### src/rtl/bstuff_mux4_pkg.sv
// Package: shared frame geometry and slot classification for the
// four-tributary bit-stuffing multiplexer.
// Assumes: the tributary count equals the subframe count, so the stuff
// slot of subframe N always falls on tributary N's lane.
package bstuff_mux4_pkg;

    localparam int unsigned NUM_SUB   = 4;
    localparam int unsigned NUM_BLK   = 6;
    localparam int unsigned BLK_INFO  = 48;
    localparam int unsigned NUM_TRIB  = 4;

    // Kind of the slot currently being formed.
    typedef enum logic [1:0] {
        SLOT_OVH   = 2'd0,
        SLOT_DATA  = 2'd1,
        SLOT_STUFF = 2'd2
    } slot_kind_e;

    // Overhead role of a block's leading bit, indexed by block number.
    typedef enum logic [1:0] {
        OVH_ALIGN = 2'd0,
        OVH_CTRL  = 2'd1,
        OVH_ZERO  = 2'd2,
        OVH_ONE   = 2'd3
    } ovh_role_e;

    // Map a block index to the overhead role it carries.
    function automatic ovh_role_e role_of_block(input int unsigned blk);
        case (blk)
            0:       return OVH_ALIGN;
            2:       return OVH_ZERO;
            5:       return OVH_ONE;
            default: return OVH_CTRL;
        endcase
    endfunction

endpackage

### src/rtl/bstuff_frame_ctr.sv
// Frame position counter: walks the sub/block/bit coordinates of the
// multiplexed frame, one slot per clock.
// Assumes: bit index 0 is the overhead slot, 1..BLK_INFO are information.
module bstuff_frame_ctr #(
    parameter int unsigned N_SUB    = 4,
    parameter int unsigned N_BLK    = 6,
    parameter int unsigned INFO     = 48,
    localparam int unsigned SUB_W   = (N_SUB > 1) ? $clog2(N_SUB) : 1,
    localparam int unsigned BLK_W   = (N_BLK > 1) ? $clog2(N_BLK) : 1,
    localparam int unsigned BIT_W   = $clog2(INFO + 1)
) (
    input  logic             clk,
    input  logic             rst_n,
    output logic [SUB_W-1:0] sub_idx,
    output logic [BLK_W-1:0] blk_idx,
    output logic [BIT_W-1:0] bit_idx,
    output logic             sub_start,
    output logic             frame_start
);

    localparam logic [SUB_W-1:0] SUB_LAST = SUB_W'(N_SUB - 1);
    localparam logic [BLK_W-1:0] BLK_LAST = BLK_W'(N_BLK - 1);
    localparam logic [BIT_W-1:0] BIT_LAST = BIT_W'(INFO);

    logic blk_end;
    logic sub_end;

    assign blk_end     = (bit_idx == BIT_LAST);
    assign sub_end     = blk_end && (blk_idx == BLK_LAST);
    assign sub_start   = (bit_idx == '0) && (blk_idx == '0);
    assign frame_start = sub_start && (sub_idx == '0);

    // Advance the slot coordinates, wrapping bit, then block, then subframe.
    always_ff @(posedge clk) begin
        if (!rst_n) begin
            sub_idx <= '0;
            blk_idx <= '0;
            bit_idx <= '0;
        end else if (blk_end) begin
            bit_idx <= '0;
            if (blk_idx == BLK_LAST) begin
                blk_idx <= '0;
                sub_idx <= (sub_idx == SUB_LAST) ? '0 : sub_idx + 1'b1;
            end else begin
                blk_idx <= blk_idx + 1'b1;
            end
        end else begin
            bit_idx <= bit_idx + 1'b1;
        end
    end

    p_bit_range_r2: assert property (@(posedge clk) disable iff (!rst_n)
        bit_idx <= BIT_LAST);

    p_blk_range_r2: assert property (@(posedge clk) disable iff (!rst_n)
        blk_idx <= BLK_LAST);

    p_wrap_r2: assert property (@(posedge clk) disable iff (!rst_n)
        (sub_end && sub_idx == SUB_LAST) |=> frame_start);

endmodule

### src/rtl/bstuff_ovh_gen.sv
// Overhead generator: forms the leading bit of each block from its role,
// the subframe index, the latched stuff decision and the remote alarm.
// Assumes: the last subframe carries the alarm in its alignment slot.
module bstuff_ovh_gen
    import bstuff_mux4_pkg::*;
#(
    parameter int unsigned N_SUB  = 4,
    parameter int unsigned N_BLK  = 6,
    localparam int unsigned SUB_W = (N_SUB > 1) ? $clog2(N_SUB) : 1,
    localparam int unsigned BLK_W = (N_BLK > 1) ? $clog2(N_BLK) : 1
) (
    input  logic [SUB_W-1:0] sub_idx,
    input  logic [BLK_W-1:0] blk_idx,
    input  logic             stuff_flag,
    input  logic             remote_oos,
    output logic             ovh_bit
);

    localparam logic [SUB_W-1:0] SUB_LAST = SUB_W'(N_SUB - 1);

    ovh_role_e role;

    assign role = role_of_block(int'(blk_idx));

    // Choose the overhead value: alignment or alarm, control, or a fixed bit.
    always_comb begin
        case (role)
            OVH_ALIGN: begin
                if (sub_idx == SUB_LAST) ovh_bit = ~remote_oos;
                else                     ovh_bit = (sub_idx != '0);
            end
            OVH_CTRL:  ovh_bit = stuff_flag;
            OVH_ZERO:  ovh_bit = 1'b0;
            OVH_ONE:   ovh_bit = 1'b1;
            default:   ovh_bit = 1'b0;
        endcase
    end

endmodule

### src/rtl/bstuff_lane_sel.sv
// Lane selector: picks the tributary owning the current information slot,
// applies the per-lane inversion, detects the stuff slot and raises the
// read strobe.
// Assumes: NTRIB is a power of two; an empty buffer reads as 0.
module bstuff_lane_sel #(
    parameter int unsigned N_SUB    = 4,
    parameter int unsigned N_BLK    = 6,
    parameter int unsigned INFO     = 48,
    parameter int unsigned NTRIB    = 4,
    parameter logic [NTRIB-1:0] INV_MASK = 4'b1010,
    localparam int unsigned SUB_W   = (N_SUB > 1) ? $clog2(N_SUB) : 1,
    localparam int unsigned BLK_W   = (N_BLK > 1) ? $clog2(N_BLK) : 1,
    localparam int unsigned BIT_W   = $clog2(INFO + 1),
    localparam int unsigned LANE_W  = (NTRIB > 1) ? $clog2(NTRIB) : 1
) (
    input  logic             clk,
    input  logic             rst_n,
    input  logic [SUB_W-1:0] sub_idx,
    input  logic [BLK_W-1:0] blk_idx,
    input  logic [BIT_W-1:0] bit_idx,
    input  logic             stuff_flag,
    input  logic [NTRIB-1:0] lane_data,
    input  logic [NTRIB-1:0] lane_valid,
    output logic             is_data,
    output logic             is_stuff,
    output logic             data_bit,
    output logic [NTRIB-1:0] lane_rd
);

    localparam logic [BLK_W-1:0] BLK_LAST = BLK_W'(N_BLK - 1);

    logic [BIT_W-1:0]  info_off;
    logic [LANE_W-1:0] lane;
    logic              info_slot;
    logic [NTRIB-1:0]  lane_val;

    assign info_slot = (bit_idx != '0);
    assign info_off  = bit_idx - 1'b1;
    assign lane      = info_off[LANE_W-1:0];

    // Stuff slot: last block, stuffing signalled, offset equal to subframe.
    assign is_stuff = info_slot && stuff_flag && (blk_idx == BLK_LAST)
                      && (info_off == BIT_W'(sub_idx));
    assign is_data  = info_slot && !is_stuff;

    for (genvar g = 0; g < NTRIB; g++) begin : g_lane
        // Per-lane value after underrun fill and fixed inversion.
        assign lane_val[g] = (lane_valid[g] & lane_data[g]) ^ INV_MASK[g];
        // Per-lane strobe: owns the slot and has a bit to give.
        assign lane_rd[g]  = is_data && (lane == LANE_W'(g)) && lane_valid[g];
    end

    assign data_bit = is_data ? lane_val[lane] : 1'b0;

    p_rd_onehot_r3: assert property (@(posedge clk) disable iff (!rst_n)
        $onehot0(lane_rd));

    p_stuff_no_rd_r8: assert property (@(posedge clk) disable iff (!rst_n)
        is_stuff |-> (lane_rd == '0));

    p_stuff_lane_r8: assert property (@(posedge clk) disable iff (!rst_n)
        is_stuff |-> (LANE_W'(sub_idx) == lane));

endmodule

### src/rtl/bstuff_mux4.sv
// Top: transmit side of the four-tributary bit-stuffing multiplexer.
// Latches the per-subframe stuff decision, merges overhead and data, and
// registers the serial line bit with a frame-start marker.
// Assumes: the tributary buffers accept a read strobe in the same cycle.
module bstuff_mux4
    import bstuff_mux4_pkg::*;
#(
    parameter int unsigned N_SUB  = NUM_SUB,
    parameter int unsigned N_BLK  = NUM_BLK,
    parameter int unsigned INFO   = BLK_INFO,
    parameter int unsigned NTRIB  = NUM_TRIB,
    localparam int unsigned SUB_W = (N_SUB > 1) ? $clog2(N_SUB) : 1,
    localparam int unsigned BLK_W = (N_BLK > 1) ? $clog2(N_BLK) : 1,
    localparam int unsigned BIT_W = $clog2(INFO + 1)
) (
    input  logic             clk,
    input  logic             rst_n,
    input  logic [NTRIB-1:0] trib_data,
    input  logic [NTRIB-1:0] trib_valid,
    input  logic [NTRIB-1:0] stuff_req,
    input  logic             remote_oos,
    output logic [NTRIB-1:0] trib_rd,
    output logic             line_out,
    output logic             line_sof
);

    logic [SUB_W-1:0] sub_idx;
    logic [BLK_W-1:0] blk_idx;
    logic [BIT_W-1:0] bit_idx;
    logic             sub_start;
    logic             frame_start;
    logic             stuff_flag;
    logic             ovh_bit;
    logic             is_data;
    logic             is_stuff;
    logic             data_bit;
    logic [NTRIB-1:0] lane_rd;
    slot_kind_e       kind;

    bstuff_frame_ctr #(.N_SUB(N_SUB), .N_BLK(N_BLK), .INFO(INFO)) u_ctr (
        .clk         (clk),
        .rst_n       (rst_n),
        .sub_idx     (sub_idx),
        .blk_idx     (blk_idx),
        .bit_idx     (bit_idx),
        .sub_start   (sub_start),
        .frame_start (frame_start)
    );

    bstuff_ovh_gen #(.N_SUB(N_SUB), .N_BLK(N_BLK)) u_ovh (
        .sub_idx    (sub_idx),
        .blk_idx    (blk_idx),
        .stuff_flag (stuff_flag),
        .remote_oos (remote_oos),
        .ovh_bit    (ovh_bit)
    );

    bstuff_lane_sel #(.N_SUB(N_SUB), .N_BLK(N_BLK), .INFO(INFO),
                      .NTRIB(NTRIB)) u_lane (
        .clk        (clk),
        .rst_n      (rst_n),
        .sub_idx    (sub_idx),
        .blk_idx    (blk_idx),
        .bit_idx    (bit_idx),
        .stuff_flag (stuff_flag),
        .lane_data  (trib_data),
        .lane_valid (trib_valid),
        .is_data    (is_data),
        .is_stuff   (is_stuff),
        .data_bit   (data_bit),
        .lane_rd    (lane_rd)
    );

    // Classify the slot being formed this cycle.
    always_comb begin
        if (is_stuff)     kind = SLOT_STUFF;
        else if (is_data) kind = SLOT_DATA;
        else              kind = SLOT_OVH;
    end

    // Strobes are held low while in reset.
    assign trib_rd = rst_n ? lane_rd : '0;

    // Sample the owning tributary's stuff request once, at subframe start.
    always_ff @(posedge clk) begin
        if (!rst_n)         stuff_flag <= 1'b0;
        else if (sub_start) stuff_flag <= stuff_req[sub_idx];
    end

    // Register the selected line bit and the frame-start marker.
    always_ff @(posedge clk) begin
        if (!rst_n) begin
            line_out <= 1'b0;
            line_sof <= 1'b0;
        end else begin
            case (kind)
                SLOT_OVH:  line_out <= ovh_bit;
                SLOT_DATA: line_out <= data_bit;
                default:   line_out <= 1'b0;
            endcase
            line_sof <= frame_start;
        end
    end

    p_ovh_no_rd_r11: assert property (@(posedge clk) disable iff (!rst_n)
        (bit_idx == '0) |-> (trib_rd == '0));

    p_flag_hold_r7: assert property (@(posedge clk) disable iff (!rst_n)
        !sub_start |=> $stable(stuff_flag));

    p_stuff_zero_r8: assert property (@(posedge clk) disable iff (!rst_n)
        (kind == SLOT_STUFF) |=> !line_out);

endmodule

### config.mk
export PLATFORM = sky130hd
export DESIGN_NAME = bstuff_mux4
export DESIGN_NICKNAME = d
export VERILOG_FILES = /design/src/rtl/bstuff_mux4_pkg.sv /design/src/rtl/bstuff_frame_ctr.sv /design/src/rtl/bstuff_ovh_gen.sv /design/src/rtl/bstuff_lane_sel.sv /design/src/rtl/bstuff_mux4.sv
export SDC_FILE = /design/constraint.sdc
export NUM_CORES = 1
export LEC_CHECK = 0
export BUFFER_PORTS_ARGS = -buffer_cell sky130_fd_sc_hd__buf_2
export CORE_MARGIN = 2
export CORE_UTILIZATION = 57
export CTS_CLUSTER_DIAMETER = 40
export DETAILED_ROUTE_END_ITERATION = 8
export PLACE_DENSITY = 0.82
export SYNTH_ARGS = -nofsm -noshare
export SYNTH_HDL_FRONTEND = slang
export SYNTH_HIERARCHICAL = 1
export SYNTH_SLANG_ARGS = --single-unit
export TNS_END_PERCENT = 1
### constraint.sdc
create_clock -name clk -period 3.94 [get_ports clk]
set_input_delay 0.197 -clock clk [delete_from_list [all_inputs] [get_ports clk]]
set_output_delay 0.197 -clock clk [all_outputs]
set_load 0.05 [all_outputs]
==> summary.txt <==
Outcome
  • Run status: complete, no violations

Final layout
  • Fin nets: 169
  • Finished Cell Area: 1130 um2
  • Commonest non-fill, non-tap cell in the layout: buf_2
  • Commonest non-fill, non-tap cells in the layout: 20 x buf_2, 15 x nor2_1, 14 x dfxtp_1
  • Antenna cell count: 0
  • Final non-filler cell total: 161
  • Layout cells sized above 1: 22.2%
  • Fill cells: 142
  • Area delta synth->final: 14.7%
  • Final core utilization: 67.8%

Critical path
  • Worst R2R Start: u_ctr/bit_idx[0]$_SDFF_PP0_
  • Critical path depth: 8
  • FF-to-FF setup slack: 1750 ps
  • Crit-path slowest cell: dfxtp_1
  • CP arrival: 2400 ps
  • Reg2reg end: line_out$_SDFF_PN0_
  • CP delay by family, top: simple AND/OR/NAND/NOR gates
  • CP most frequent cell: nor2_1
  • Startpoint types: register
  • Slowest stage delay, CP: 530 ps
  • R2R depth: 8
  • Setup crit end: trib_rd[0]
  • CP endpoint kind: primary output
  • Critical path class: register to primary output
  • CP Max Fanout: 11
  • Critical Path Start: u_ctr/bit_idx[0]$_SDFF_PP0_
  • Crit path cell chain: inv_1, ha_1, xnor2_1, nor2_1, and4b_1, nor2_1, and2_2, buf_2
  • Required time of the critical path: 3740 ps
  • WP buf/inv: 2

Synth
  • Largest family of logic cells by synthesized area: simple AND/OR/NAND/NOR gates
  • Post-synth cell types: 37
  • FFs w/ async S/R, synth: 0%
  • Xor and xnor area share after synthesis: 3.55%
  • Flops & latches, synth: 14
  • Register area share after synthesis: 28.4%
  • Post-synthesis net count: 146
  • Syn avg cell area: 8.09 um2
  • Synth Warn #: 6
  • Post-Synth Simple-Gate Area: 35.1%
  • Mux cell area share after synthesis: 5.07%
  • Cells after Synth: 122
  • Compound-Gate Fraction of Synth Area: 12.2%
  • Main flop type after synthesis: dfxtp_1
  • Post-synth EDFFs: 0
  • Post-synthesis cell area: 987 um2
  • Adder-Cell Fraction of Synth Area: 11.4%

Floorplan
  • I/O Pins: 21
  • Core ar.: 1670 um2
  • Die footprint: 2080 um2
  • Die W: 45.6 um
  • Die Span Y: 45.6 um
  • Initial Utilization: 59.1%
  • Rows: 15

Detailed routing
  • DR DRC count: 0
  • Metal3 WL: 86 um
  • Met1 WL: 927 um
  • Starting DRT DRC Count: 18
  • Routed via count: 921
  • Drt total wl: 2020 um
  • Vias per cell: 5.72
  • DRT antenna net count: 0
  • WL/cell: 12.6 um
  • Highest Signal Layer: met4
  • Router iterations before antenna repair: 4
  • Met2 WL: 992 um

Clock network
  • Clock sinks: 14
  • Clk_lat worst skew: 280 ps
  • CTS Buf Count: 3
  • Clk buf depth: 2
  • Clock slew at reported path FFs: 90 ps
  • Post-CTS setup buffers: 0
  • CTS tree: yes
  • Hold buffer count at cts: 0
  • Post-cts resize count: 0
  • CTS H-tree lvls: 1
  • Clock Root Buffer: clkbuf_4

Power and ir drop
  • Sequential cell fraction of total power: 46.2%
  • Worst VDD drop: 0.189 mV
  • LEAKAGE: 0.498 nW
  • Power share of the combinational group: 22.2%
  • Cell Int Power: 0.233 mW
  • Pwr per Cell Area: 293 nW/um2
  • Clock Power Share: 31.6%
  • Sw Ratio: 30.0%
  • P_sw: 0.0995 mW

Run
  • Max_cap viols: 0

STA
  • Max Slew Vio Count: 0
  • Final clock skew: 1.14 ps
  • WHS: 222 ps
  • Setup TNS: 0 ps
  • Slew margin rel.: 71.3%
  • Final period utilization: 66.0%
  • Final setup viols: 0
  • Unrepaired setup endpoints after global routing: false
  • Worst slew pin tran: 427 ps
  • Max Fclk: 385 MHz
  • Hold Vio Cnt, Final: 0
  • Min Tclk post-route: 2600 ps

Global route
  • Tot GR Track Use: 22.1%
  • Antenna violations before repair: 0
  • First-pass GRT wire length: 3350 um
  • Vias in the first global route: 819
  • Overflow after GRT: 0
  • Largest net degree at the start of global routing: 18

Placed design
  • Port bufs: 20
  • Final HPWL DP: 1530 um
  • GPL Wtd Cong: 0.842
  • Placed cell count: 157
  • Post-DP Area: 1100 um2

Min path
  • Hold path start: stuff_req[3]
  • Worst Hold Class: input port to register
-- state kept, by name, indices dropped and copies added (netlist names) --
name	flops
u_ctr/blk_idx	3
stuff_flag	1
u_ctr/bit_idx	6
u_ctr/sub_idx	2
line_sof	1
line_out	1
-- per-stage QoR --
step / setup slack (ps) / total power [mW]
finish: 1340 / 0.332
global route: 1170 / 0.352
CTS: 1330 / 0.335
detailed placement: 1660 / 0.230
global placement: 1740 / 0.227
floorplan: 1890 / 0.209
-- power by group through the flow --
stage | registers, mW | clock network [mW] | logic, mW
floorplan | 0.162 | 0 | 0.0467
global placement | 0.157 | 0 | 0.0705
detailed placement | 0.157 | 0 | 0.0731
CTS | 0.154 | 0.108 | 0.0734
global route | 0.155 | 0.115 | 0.0817
finish | 0.154 | 0.105 | 0.0738
-- final cells by class --
cell class | instances | area, um2 | area share (%)
clock buffers | 4 | 36.3 | 3.20
inverters | 8 | 30.0 | 2.65
multi-input cells | 98 | 664 | 58.7
flip-flops and latches | 14 | 280 | 24.8
well taps | 17 | 21.3 | 1.88
repair buffers | 20 | 100 | 8.84
-- cell families after synthesis --
logic type | count (synthesis)
xor gates and xnor gates | 4
muxes | 5
adders and majority gates | 9
and+or+nand+nor | 61
buffers and inverters | 10
AOI/OAI and AO/OA | 19
DFF | 14
-- synthesized netlist by cell type, types with 5 or more instances --
| cell type | number | share of area [%] |
|---|---|---|
| and2_2 | 5 | 3.8 |
| inv_1 | 8 | 3.0 |
| nand2_1 | 8 | 3.0 |
| nor2_1 | 15 | 5.7 |
| o21ai_0 | 6 | 3.0 |
| nand3_1 | 12 | 6.1 |
| ha_1 | 9 | 11 |
| dfxtp_1 | 14 | 28 |
| mux2i_1 | 5 | 5.1 |
-- worst min-delay path by stage --
| stage | end | slack (ps) | cells past startpoint |
|---|---|---|---|
| after global routing | stuff_flag$_SDFFE_PN0P_ | 230 | 3 |
| after floorplan | line_sof$_SDFF_PN0_ | 330 | 1 |
| after global placement | stuff_flag$_SDFFE_PN0P_ | 510 | 3 |
| final | stuff_flag$_SDFFE_PN0P_ | 220 | 3 |
| after CTS | stuff_flag$_SDFFE_PN0P_ | 220 | 3 |
| after detailed placement | stuff_flag$_SDFFE_PN0P_ | 510 | 3 |
-- layer usage --
metal	vias up	GRT usage, %
li1	473	-
met3	2	7.94
met5	-	0
met2	15	36.9
met4	0	5.88
met1	431	26.6
-- worst reg2reg max path, cell delays in order, from the launching register on --
cell and delay (ps):
dfxtp_1 530, inv_1 180, ha_1 400, xnor2_1 180
nor2_1 50, and4b_1 260, a31oi_1 200, mux2i_1 240
nor3b_2 60
Power figures use the tool's default switching activity.
